==> config.mk <==
export PLATFORM = sky130hd
export DESIGN_NAME = adc_seq_ctrl
export DESIGN_NICKNAME = d
export VERILOG_FILES = /design/src/rtl/adc_seq_pkg.sv /design/src/rtl/adc_ext_trig.sv /design/src/rtl/adc_sar_core.sv /design/src/rtl/adc_seq_ctrl.sv
export SDC_FILE = /design/constraint.sdc
export NUM_CORES = 1
export LEC_CHECK = 0
export BUFFER_PORTS_ARGS = -buffer_cell sky130_fd_sc_hd__buf_4
export CAP_MARGIN = 40
export CORE_ASPECT_RATIO = 1.75
export CORE_MARGIN = 4
export CORE_UTILIZATION = 49
export DETAILED_ROUTE_END_ITERATION = 16
export PLACE_DENSITY = 0.71
export SYNTH_ARGS = -nofsm -noshare
export SYNTH_HDL_FRONTEND = slang
export SYNTH_SLANG_ARGS = --single-unit
==> constraint.sdc <==
create_clock -name clk -period 1.5 [get_ports clk]
set_input_delay 0.3 -clock clk [delete_from_list [all_inputs] [get_ports clk]]
set_output_delay 0.3 -clock clk [all_outputs]
set_load 0.03 [all_outputs]
==> src/rtl/adc_seq_pkg.sv <==
package adc_seq_pkg;

  // Ticks given to each bit decision once the sampling window is over.
  function automatic int step_ticks(input int total, input int sample, input int bits);
    return (total - sample) / bits;
  endfunction

  // Ticks left after the last decision, before busy drops.
  function automatic int tail_ticks(input int total, input int sample, input int bits);
    return total - sample - bits * step_ticks(total, sample, bits);
  endfunction

endpackage

==> src/rtl/adc_ext_trig.sv <==
module adc_ext_trig (
  input  logic clk,
  input  logic rst,
  input  logic tick,
  input  logic pin_n,
  output logic fall
);

  logic s1_q, s2_q, fall_q;

  always_ff @(posedge clk) begin
    if (rst) begin
      s1_q   <= 1'b1;
      s2_q   <= 1'b1;
      fall_q <= 1'b0;
    end else begin
      fall_q <= tick & s2_q & ~s1_q;
      if (tick) begin
        s1_q <= pin_n;
        s2_q <= s1_q;
      end
    end
  end

  assign fall = fall_q;

  AST_EXT_ON_TICK: assert property (@(posedge clk) disable iff (rst)
    fall_q |-> $past(tick));

endmodule

==> src/rtl/adc_sar_core.sv <==
module adc_sar_core #(
  parameter int RES        = 8,
  parameter int SAMPLE_CYC = 6,
  parameter int SHORT_CYC  = 24,
  parameter int LONG_CYC   = 48
) (
  input  logic           clk,
  input  logic           rst,
  input  logic           tick,
  input  logic           go,
  input  logic           abort,
  input  logic           long_sel,
  input  logic           cmp,
  output logic           running,
  output logic           fin,
  output logic [RES-1:0] code
);

  localparam int CNT_W  = $clog2(LONG_CYC + 1);
  localparam int STEP_S = adc_seq_pkg::step_ticks(SHORT_CYC, SAMPLE_CYC, RES);
  localparam int STEP_L = adc_seq_pkg::step_ticks(LONG_CYC, SAMPLE_CYC, RES);
  localparam int STEP_W = $clog2(STEP_L + 1);
  localparam logic [RES-1:0] MSB = {1'b1, {(RES-1){1'b0}}};

  logic             run_q, long_q;
  logic [CNT_W-1:0] cnt_q;
  logic [RES-1:0]   sar_q, mask_q;
  logic [STEP_W-1:0] step_q;

  logic [CNT_W-1:0]  last_c, pen_c;
  logic [STEP_W-1:0] reload_c;
  logic              in_steps, decide;

  generate
    if (adc_seq_pkg::tail_ticks(SHORT_CYC, SAMPLE_CYC, RES) < 2 ||
        adc_seq_pkg::tail_ticks(LONG_CYC, SAMPLE_CYC, RES) < 2) begin : g_bad_len
      initial $error("conversion lengths leave no room for the completion tail");
    end
  endgenerate

  assign last_c   = long_q ? CNT_W'(LONG_CYC - 1) : CNT_W'(SHORT_CYC - 1);
  assign pen_c    = long_q ? CNT_W'(LONG_CYC - 2) : CNT_W'(SHORT_CYC - 2);
  assign reload_c = long_q ? STEP_W'(STEP_L - 1)  : STEP_W'(STEP_S - 1);
  assign in_steps = cnt_q >= CNT_W'(SAMPLE_CYC);
  assign decide   = run_q && tick && in_steps && (mask_q != '0) && (step_q == '0);
  assign fin      = run_q && tick && !abort && (cnt_q == pen_c);

  always_ff @(posedge clk) begin
    if (rst) begin
      run_q  <= 1'b0;
      long_q <= 1'b0;
      cnt_q  <= '0;
      sar_q  <= '0;
      mask_q <= '0;
      step_q <= '0;
    end else if (abort) begin
      run_q  <= 1'b0;
      cnt_q  <= '0;
      mask_q <= '0;
    end else if (go) begin
      run_q  <= 1'b1;
      long_q <= long_sel;
      cnt_q  <= '0;
      sar_q  <= MSB;
      mask_q <= MSB;
      step_q <= long_sel ? STEP_W'(STEP_L - 1) : STEP_W'(STEP_S - 1);
    end else if (run_q && tick) begin
      if (cnt_q == last_c) begin
        run_q <= 1'b0;
      end else begin
        cnt_q <= cnt_q + 1'b1;
      end
      if (in_steps && mask_q != '0) begin
        if (step_q == '0) begin
          step_q <= reload_c;
        end else begin
          step_q <= step_q - 1'b1;
        end
      end
      if (decide) begin
        sar_q  <= (cmp ? sar_q : (sar_q & ~mask_q)) | (mask_q >> 1);
        mask_q <= mask_q >> 1;
      end
    end
  end

  assign running = run_q;
  assign code    = sar_q;

  AST_MSB_FIRST: assert property (@(posedge clk) disable iff (rst)
    $rose(run_q) |-> (sar_q == MSB && mask_q == MSB));
  AST_ALL_BITS: assert property (@(posedge clk) disable iff (rst)
    fin |-> (mask_q == '0));
  AST_ONE_BIT_STEP: assert property (@(posedge clk) disable iff (rst)
    (run_q && !$rose(run_q) && !abort && !go) |-> $countones(mask_q) <= 1);

endmodule

==> src/rtl/adc_seq_ctrl.sv <==
module adc_seq_ctrl #(
  parameter int RES        = 8,
  parameter int CH_W       = 2,
  parameter int SAMPLE_CYC = 6,
  parameter int SHORT_CYC  = 24,
  parameter int LONG_CYC   = 48
) (
  input  logic            clk,
  input  logic            rst,
  input  logic            mc_tick,
  input  logic            sw_start,
  input  logic            sw_done_clr,
  input  logic            sel_we,
  input  logic [CH_W-1:0] sel_in,
  input  logic            long_conv,
  input  logic            ext_en,
  input  logic            ext_start_n,
  input  logic            pdown,
  input  logic            cmp_in,
  output logic            busy,
  output logic            done_irq,
  output logic [RES-1:0]  result,
  output logic [CH_W-1:0] chan,
  output logic [RES-1:0]  dac_code
);

  logic            ext_fall, run, fin, go, req;
  logic            done_q;
  logic [RES-1:0]  result_q, code;
  logic [CH_W-1:0] chan_q;

  adc_ext_trig u_trig (
    .clk   (clk),
    .rst   (rst),
    .tick  (mc_tick),
    .pin_n (ext_start_n),
    .fall  (ext_fall)
  );

  assign req = sw_start | (ext_en & ext_fall);
  assign go  = req & ~run & ~done_q & ~pdown;

  adc_sar_core #(
    .RES        (RES),
    .SAMPLE_CYC (SAMPLE_CYC),
    .SHORT_CYC  (SHORT_CYC),
    .LONG_CYC   (LONG_CYC)
  ) u_core (
    .clk      (clk),
    .rst      (rst),
    .tick     (mc_tick),
    .go       (go),
    .abort    (pdown),
    .long_sel (long_conv),
    .cmp      (cmp_in),
    .running  (run),
    .fin      (fin),
    .code     (code)
  );

  always_ff @(posedge clk) begin
    if (rst) begin
      done_q   <= 1'b0;
      result_q <= '0;
      chan_q   <= '0;
    end else begin
      if (fin) begin
        done_q   <= 1'b1;
        result_q <= code;
      end else if (sw_done_clr) begin
        done_q <= 1'b0;
      end
      if (sel_we && !run && !done_q) begin
        chan_q <= sel_in;
      end
    end
  end

  assign busy     = run;
  assign done_irq = done_q;
  assign result   = result_q;
  assign chan     = chan_q;
  assign dac_code = code;

  AST_DONE_WHILE_BUSY: assert property (@(posedge clk) disable iff (rst)
    $rose(done_q) |-> run);
  AST_OVERLAP_ONE_TICK: assert property (@(posedge clk) disable iff (rst)
    (run && done_q && mc_tick) |=> !run);
  AST_START_NEEDS_IDLE: assert property (@(posedge clk) disable iff (rst)
    $rose(run) |-> !$past(done_q));
  AST_RESULT_HOLD: assert property (@(posedge clk) disable iff (rst)
    (done_q && $past(done_q)) |-> $stable(result_q));
  AST_CHAN_LOCK: assert property (@(posedge clk) disable iff (rst)
    (run || done_q) |=> $stable(chan_q));
  AST_PDOWN_ABORT: assert property (@(posedge clk) disable iff (rst)
    pdown |=> !run);
  AST_PDOWN_KEEP: assert property (@(posedge clk) disable iff (rst)
    (pdown && done_q && !sw_done_clr) |=> done_q);

endmodule

# [Word level (Yosys, flattened, before mapping)]
# Index checks and enable logic that the tools add are counted.
# W data, S select, Z words.
[totals] word_cells=81 out_inout_bits=20 ff_bits=41
[op_classes] order_cmp=1 n_addsub=2 reduce_logical=28 eq_ne=2 bitwise=15 n_mux=20
[op_table] operator="$mux W8" n=7
[op_table] operator="$mux W3" n=6
[op_table] operator="$eq A6 B6 Y1" n=2
[op_table] operator="$mux W6" n=2
[op_table] operator="$reduce_and A2 Y1" n=5
[op_table] operator="$reduce_bool A2 Y1" n=5
[op_table] operator="$logic_and A1 B1 Y1" n=9
[op_table] operator="$and A8 B8 Y8" n=1
[op_table] operator="$not A8 Y8" n=1
[op_table] operator="$or A8 B7 Y8" n=1
[op_table] operator="$reduce_bool A8 Y1" n=1
[op_table] operator="$add A6 B1 Y6 const B" n=1
[op_table] operator="$and A1 B1 Y1" n=6
[op_table] operator="$ge A6 B3 Y1 const B" n=1
[op_table] operator="$reduce_and A3 Y1" n=2
[op_table] operator="$mux W1" n=5
[op_table] operator="$not A1 Y1" n=5
[op_table] operator="$logic_not A1 Y1" n=3
[op_table] operator="$logic_not A3 Y1" n=1
[op_table] operator="$reduce_or A3 Y1" n=1
[op_table] operator="$sub A3 B1 Y3 const B" n=1
[op_table] operator="$reduce_or A2 Y1" n=1
[op_table] operator="$or A1 B1 Y1" n=1

# [Longest topological paths before layout]
# Gate-level depths: netlist of run 1.
[depth] depth_word=7 ltp_mapped=7 ltp_nobuf=6

# [Hierarchy]
# A second synthesis of run 1 with hierarchy kept.
[unflattened] cells_unflattened=206 hier_area_um2=1941.9
[by_module_without_submodules] module="adc_sar_core" cells_per_inst=157 instances=1 area_each_um2=1400.1 seq_area_each_um2=540.5
[by_module_without_submodules] module="adc_seq_ctrl" cells_per_inst=41 instances=1 area_each_um2=439.2 seq_area_each_um2=220.2
[by_module_without_submodules] module="adc_ext_trig" cells_per_inst=8 instances=1 area_each_um2=102.6 seq_area_each_um2=60.1

# [Worst setup path before layout of run 1]
# No wires, ideal clock.
[synth_timing] path_type="register to register" from="reg u_core.run_q (netlist: u_core.running)" to="reg u_core.sar_q[0] (netlist: u_core.code[0])" path_stages_with_launch=6 setup_slack_ps=-151 path_buffers=1 required_ps=1426 t_arrival_ps=1577 setup_ps=74 path_cell_list="dfxtp_1 nor2_1 a31oi_1 buf_2 nand2_1 o21ai_0"
[synth_between] elab_chain_len=6 word_cells_on_any_way=12 classes_between="mux: 1; bitwise: 4; reduce/logical: 7"
[synth_rtl] element="start: declaration" line_no="adc_sar_core.sv:25" source="logic run_q, long_q;"
[synth_rtl] element="start signal: assignment" line_no="adc_sar_core.sv:50" source="run_q <= 1'b0;"
[synth_rtl] element="start signal: assignment" line_no="adc_sar_core.sv:57" source="run_q <= 1'b0;"
[synth_rtl] element="start signal: assignment" line_no="adc_sar_core.sv:61" source="run_q <= 1'b1;"
[synth_rtl] element="$not A1 Y1 / $logic_and A1 B1 Y1 (equally long branches)" line_no="adc_seq_ctrl.sv:41, adc_sar_core.sv:45, adc_sar_core.sv:67"
[synth_rtl] element="$and A1 B1 Y1 / $logic_and A1 B1 Y1 (equally long branches) (3 in series)" line_no="adc_seq_ctrl.sv:41, adc_sar_core.sv:45"
[synth_rtl] element="$reduce_bool A2 Y1 (no line)"
[synth_rtl] element="$reduce_and A3 Y1 (no line)"
[synth_rtl] element="end signal: assignment" line_no="adc_sar_core.sv:81" source="sar_q <= (cmp ? sar_q : (sar_q & ~mask_q)) | (mask_q >> 1);"
[synth_rtl] element="end: declaration" line_no="adc_sar_core.sv:27" source="logic [RES-1:0] sar_q, mask_q;"
# Parallel ways exist; a longest one is shown, timed or not.
# A chain may end at the register's enable or synchronous reset.

# [Final worst setup path of run 1]
[layout_timing] from="reg u_core.cnt_q[4]" to="reg result_q[0] (netlist: result[0])"
[layout_between] elab_chain_len=2
[layout_rtl] element="start: declaration" line_no="adc_sar_core.sv:26" source="logic [CNT_W-1:0] cnt_q;"
[layout_rtl] element="start signal: assignment" line_no="adc_sar_core.sv:71" source="cnt_q <= cnt_q + 1'b1;"
[layout_rtl] element="$eq A6 B6 Y1" line_no="adc_sar_core.sv:46" source="assign fin = run_q && tick && !abort && (cnt_q == pen_c);"
[layout_rtl] element="$logic_and A1 B1 Y1" line_no="adc_sar_core.sv:46"
[layout_rtl] element="end signal: assignment" line_no="adc_seq_ctrl.sv:69" source="result_q <= code;"
[layout_rtl] element="end: declaration" line_no="adc_seq_ctrl.sv:29" source="logic [RES-1:0] result_q, code;"
# Every way passes these cells.

==> results of run 1 <==
-- repair_timing --
item                                    in CTS  in global routing
hold buffers                                 0                  0
resized for setup                           20                 22
buffers inserted                             4                  5
pin swaps                                   10                 11
endpoints found under the setup margin      33                 33
-- cell usage in the layout (no fill, tap or decap), drive strengths merged, types with 3 or more instances in the layout --
master	n
a21oi	15
nand3	15
buf	86
inv	6
nor3	3
nor2b	3
o211ai	7
clkbuf	6
o21ai	12
dfxtp	41
mux2i	17
nor2	20
nand2	19
ha	3
-- worst paths after layout --
path                      end            start  slack (ps)  cells after the start
hold reg to reg   u_trig.fall      u_trig.s1_q         450                      1
setup / recovery    result[0]  u_core.cnt_q[4]        -170                      5
hold / removal    u_trig.s1_q      ext_start_n         200                      2
setup reg to reg    result[0]  u_core.cnt_q[4]        -170                      5
-- area by class of cell --
class	instances	area, sq um	area share
clock buffer	6	82.6	0.0291
clock inverter	2	37.5	0.0132
inverter	6	22.5	0.00793
multi-input combinational	148	1130	0.397
sequential	41	831	0.292
tap	46	57.6	0.0203
timing repair buffer	86	682	0.240
-- sequential cells by signal, summed over array words and instances, names as in the netlist --
signal and count:
u_core.step_q 3, u_core.long_q 1, chan 2, u_core.cnt_q 6, u_trig.s1_q 1, result 8, u_core.mask_q 8, u_trig.s2_q 1
u_core.running 1, u_trig.fall 1, u_core.code 8, done_irq 1
-- through the flow --
step	setup TNS [ps]	total power [W]	std cells
6_report	-2240	0.00231	335
5_1_grt	-3790	0.00239	335
4_1_cts	-1510	0.00230	330
3_5_place_dp	-2310	0.00136	318
3_3_place_gp	-1550	0.00135	318
2_1_floorplan	-684	0.00125	204
-- routing by layer --
metal,track usage,up-vias,routed length [um]
met4,0.166,0,240
met5,0,-,0
li1,-,909,-
met1,0.198,854,1870
met3,0.0451,18,171
met2,0.419,42,3160
-- power breakdown --
group / internal, W / total, W / switching [W]
Clock: 0.000541 / 0.000943 / 0.000402
Sequential: 0.00110 / 0.00112 / 0.0000117
Combinational: 0.000125 / 0.000255 / 0.000130
-- cell families (layout without fill, tap and decap cells) --
family	count (synthesis)	count (layout)
simple gates	76	76
mux	17	17
fa+ha+maj	3	3
buf+inv	15	100
flops	41	41
xor+xnor	1	1
compound gates	51	51
==> results.sh, run 1 <==
export IMPL_synth_fp_nets=220
export IMPL_die_w_um=54.4
export IMPL_vias=1823
export IMPL_grt_pass1_vias=1771
export IMPL_synth_top_family_by_area="simple AND/OR/NAND/NOR gates"
export IMPL_wire_per_inst_um=16.3
export IMPL_overflow=0
export IMPL_synth_cell_types=43
export IMPL_cp_num_buf_inv=1
export IMPL_async_flop_share=0
export IMPL_violations="negative setup slack"
export IMPL_placed_cell_area_sq_um=2480
export IMPL_place_gp_congestion=0.796
export IMPL_crit_type="register to register"
export IMPL_finalWirelength_um=5450
export IMPL_clk_pin_slew_ps=80
export IMPL_outcome="finished with violations"
export IMPL_synth_top_area_frac=0.445
export IMPL_core_area_sq_um=3630
export IMPL_worstPathCellList="or4b_4, a211oi_2, buf_6, mux2i_1, nor2_1"
export IMPL_antenna_found_initial=0
export IMPL_std_cell_rows=29
export IMPL_finalHoldViolations=0
export IMPL_setup_violations_final=23
export IMPL_stdcell_area_sq_um=2840
export IMPL_grt_pass1_wl_um=7750
export IMPL_synth_compound_area_frac=0.189
export IMPL_drc_errors=0
export IMPL_synth_top_cell_by_area="dfxtp_1"
export IMPL_synth_seq_cells=41
export IMPL_synth_ff_type="dfxtp_1"
export IMPL_start_kind="register"
export IMPL_initial_core_util=0.508
export IMPL_timing_final_ws_setup_ps=-165
export IMPL_synthAdderAreaFrac=0.0204
export IMPL_synth_area_per_cell_sq_um=9.04
export IMPL_slowest_delay_ps=490
export IMPL_clock_skew_ps=7.08
export IMPL_first_pass_iters=4
export IMPL_fin_crit_sh=1.11
export IMPL_max_slew_margin=0.732
export IMPL_hold_class="input pin to register"
export IMPL_p_leak_nw=1.12
export IMPL_fill_cells=264
export IMPL_diodes=0
export IMPL_utilization=0.783
export IMPL_slowest_stage="or4b_4"
export IMPL_crit_fanout=9
export IMPL_required_ps=1680
export IMPL_h_tree_depth=2
export IMPL_layout_drive_gt1_share=0.436
export IMPL_clk_latency_ps=300
export IMPL_synth_mux_area_frac=0.0923
export IMPL_ys_top_cells_by_area="dfxtp_1 45%, mux2i_1 9.2%, a21oi_1 4.1%"
export IMPL_synth_warning_count=0
export IMPL_synth_edf_count=0
export IMPL_drv_slew=0
export IMPL_hpwl_um=3630
export IMPL_max_freq_ghz=0.601
export IMPL_num_io_pins=33
export IMPL_vias_per_cell=5.44
export IMPL_area_delta_synth_final_pct=54.1
export IMPL_die_y_um=89.2
export IMPL_cts_buffers=5
export IMPL_grt_setup_unrepaired="true"
export IMPL_synthSimpleGateAreaFrac=0.210
export IMPL_worst_pin_slew_ps=400
export IMPL_antenna_left=0
export IMPL_grt_max_degree=20
export IMPL_holdWs_ps=199
export IMPL_drtIter0Drc=52
export IMPL_root_buffer="clkbuf_8"
export IMPL_dpl_worst_slack_ps=-161
export IMPL_num_nets_final=304
export IMPL_powerDensity_nw_per_um2=814
export IMPL_cts_sinks=41
export IMPL_cts_max_path_buffers=2
export IMPL_critPathCaptureType="register"
export IMPL_cp_data_arrival_time_ps=1850
export IMPL_cts_tree="built"
export IMPL_cp_top_family="simple AND/OR/NAND/NOR gates"
export IMPL_portBuffers=32
export IMPL_grt_usage=0.225
export IMPL_die_area_sq_um=4850
export IMPL_syn_area_sq_um=1840
export IMPL_ys_seq_area_frac=0.445
export IMPL_peakVddDrop_v=0.000692
export IMPL_fin_crit_ps=1670
export IMPL_synth_cells=204
export IMPL_synth_most_common_cell="dfxtp_1"
export IMPL_synth_common_cells="41 x dfxtp_1, 20 x nor2_1, 19 x nand2_1"
export IMPL_synth_xor_xnor_area_share=0.00475
export IMPL_cap_violations=0
Note: power is estimated with default switching activity, not from simulation.
==> inputs of run 2 (changes only) <==
--- a/config.mk
+++ b/config.mk
@@ -9,9 +9,9 @@
 export CAP_MARGIN = 40
 export CORE_ASPECT_RATIO = 1.75
 export CORE_MARGIN = 4
-export CORE_UTILIZATION = 49
+export CORE_UTILIZATION = 54
 export DETAILED_ROUTE_END_ITERATION = 16
-export PLACE_DENSITY = 0.71
+export PLACE_DENSITY = 0.75
 export SYNTH_ARGS = -nofsm -noshare
 export SYNTH_HDL_FRONTEND = slang
 export SYNTH_SLANG_ARGS = --single-unit
==> constraint.sdc (replaced) <==
create_clock -name clk -period 1.9 [get_ports clk]
set_input_delay 0.38 -clock clk [delete_from_list [all_inputs] [get_ports clk]]
set_output_delay 0.38 -clock clk [all_outputs]
set_load 0.03 [all_outputs]
==> run 2 against run 1 <==
The flow now finishes without violations. Sequential power shrank 21%. Non-clock buffer count decreased by 45. Total power down 29%. Combinational power decreased by 46%. Global-route usage decreased by 2.8 points. Routed wire length fell by 22%. Clock skew down 1.9 ps. Critical endpoint is now result[5]. Highest routed layer unchanged.
==> results.sh, run 2 (synthesis gave the netlist of run 1 again) <==
export IMPL_outcome="finished, final reports clean"
export IMPL_mostFrequentLayoutCells="41 x dfxtp_1, 40 x buf_4, 20 x nor2_1, 19 x nand2_1, 17 x mux2i_1"
export IMPL_cts_buffers=5
export IMPL_diodes=0
export IMPL_finalWirelength_um=4240
export IMPL_p_leak_nw=0.835
export IMPL_root_buffer="clkbuf_8"
export IMPL_wire_per_inst_um=14.8
export IMPL_portBuffers=32
export IMPL_hold_buffers=0
export IMPL_crit_fanout=9
export IMPL_grt_pass1_vias=1593
export IMPL_layout_drive_gt1_share=0.234
export IMPL_first_pass_iters=5
export IMPL_die_y_um=85.3
export IMPL_required_ps=2090
export IMPL_antenna_found_initial=0
export IMPL_initial_core_util=0.575
export IMPL_grt_setup_unrepaired="false"
export IMPL_place_gp_congestion=0.802
export IMPL_core_area_sq_um=3210
export IMPL_die_w_um=52.2
export IMPL_hpwl_um=3120
export IMPL_rr_endpoint="result[5]"
export IMPL_finalHoldViolations=0
export IMPL_powerDensity_nw_per_um2=718
export IMPL_clk_latency_ps=290
export IMPL_worst_pin_slew_ps=628
export IMPL_start_kind="register"
export IMPL_h_tree_depth=2
export IMPL_clock_skew_ps=5.18
export IMPL_num_io_pins=33
export IMPL_vias=1651
export IMPL_area_delta_synth_final_pct=23.6
export IMPL_cts_max_path_buffers=2
export IMPL_cts_sinks=41
export IMPL_grt_usage=0.197
export IMPL_die_area_sq_um=4450
export IMPL_vias_per_cell=5.75
export IMPL_setup_violations_final=0
export IMPL_cp_data_arrival_time_ps=1980
export IMPL_final_common_cell="dfxtp_1"
export IMPL_tns_ps=0
export IMPL_cap_violations=0
export IMPL_fin_crit_sh=0.942
export IMPL_drtIter0Drc=36
export IMPL_holdWs_ps=283
export IMPL_antenna_left=0
export IMPL_rr_worst_depth=5
export IMPL_grt_pass1_wl_um=6690
export IMPL_cts_tree="built"
export IMPL_r2r_setup_slack_ps=110
export IMPL_hold_class="input pin to register"
export IMPL_max_freq_ghz=0.558
export IMPL_drc_errors=0
export IMPL_grt_max_degree=21
export IMPL_std_cell_rows=27
export IMPL_peakVddDrop_v=0.000664
export IMPL_overflow=0
export IMPL_clk_pin_slew_ps=70
export IMPL_max_slew_margin=0.578
export IMPL_drv_slew=0
export IMPL_fin_crit_ps=1790
export IMPL_crit_type="register to register"
export IMPL_critPathCaptureType="register"
export IMPL_crit_end="result[5]"
export IMPL_regToRegStartpoint="u_core.cnt_q[4]"
export IMPL_num_nets_final=259
export IMPL_crit_start="u_core.cnt_q[4]"
==> run 2: changes by cell type in the layout (fill, tap and decap cells not counted), sizes merged <==
cell	delta
clkinvlp	-1
clkinv	+1
bufinv	-1
buf	-45
clkbuf	+1
==> run 2: power breakdown <==
| part | switching (W) | internal (W) |
|---|---|---|
| logic | 0.0000782 | 0.0000594 |
| clock network | 0.000287 | 0.000328 |
| registers | 0.0000118 | 0.000873 |
| total | 0.000377 | 0.00126 |
==> run 2: metal layers <==
layer  GRT usage  share of wire
met3      0.0545          0.055
met1       0.182           0.37
met2       0.377           0.55
met5           0              0
met4      0.0884          0.020
==> run 2: worst min path at each step <==
stage	start	endpoint	slack (ps)	cells past startpoint
after floorplan	u_trig.s1_q	u_trig.fall	410	1
after global placement	u_trig.s1_q	u_trig.fall	420	1
after detailed placement	u_trig.s1_q	u_trig.fall	440	1
after CTS	ext_start_n	u_trig.s1_q	280	2
after global routing	ext_start_n	u_trig.s1_q	290	2
final	ext_start_n	u_trig.s1_q	280	2
==> run 2: final cells by class <==
cell class / count / area, sq um
Sequential cell: 41 / 821
Timing Repair Buffer: 41 / 320
Clock buffer: 7 / 96.3
Fill cell: 258 / 930
Multi-Input combinational cell: 148 / 961
Clock inverter: 1 / 5.00
Inverter: 6 / 22.5
Tap cell: 43 / 53.8
==> run 2: critical path, cell delays in order (launching register included) <==
cell and delay (ps):
dfxtp_1 410, or4b_4 520, a211oi_2 240, buf_4 240
mux2i_1 220, nor2_1 50
==> run 2: timing repair <==
item                       in CTS  in global routing
gates resized for setup         0                  2
setup endpoints to repair       0                  7
buffers inserted                0                  1
==> run 2: per-stage QoR <==
stage          instance area (sq um)  utilization  instances  setup WS (ps)  total power (W)
3_3_place_gp                    2150        0.670        278            213          0.00103
2_1_floorplan                   1840            -        204            249         0.000983
5_1_grt                         2280        0.710        287           9.36          0.00170
3_5_place_dp                    2150        0.670        278            118          0.00104
4_1_cts                         2250        0.702        286            105          0.00164
6_report                        2280        0.710        287            109          0.00164
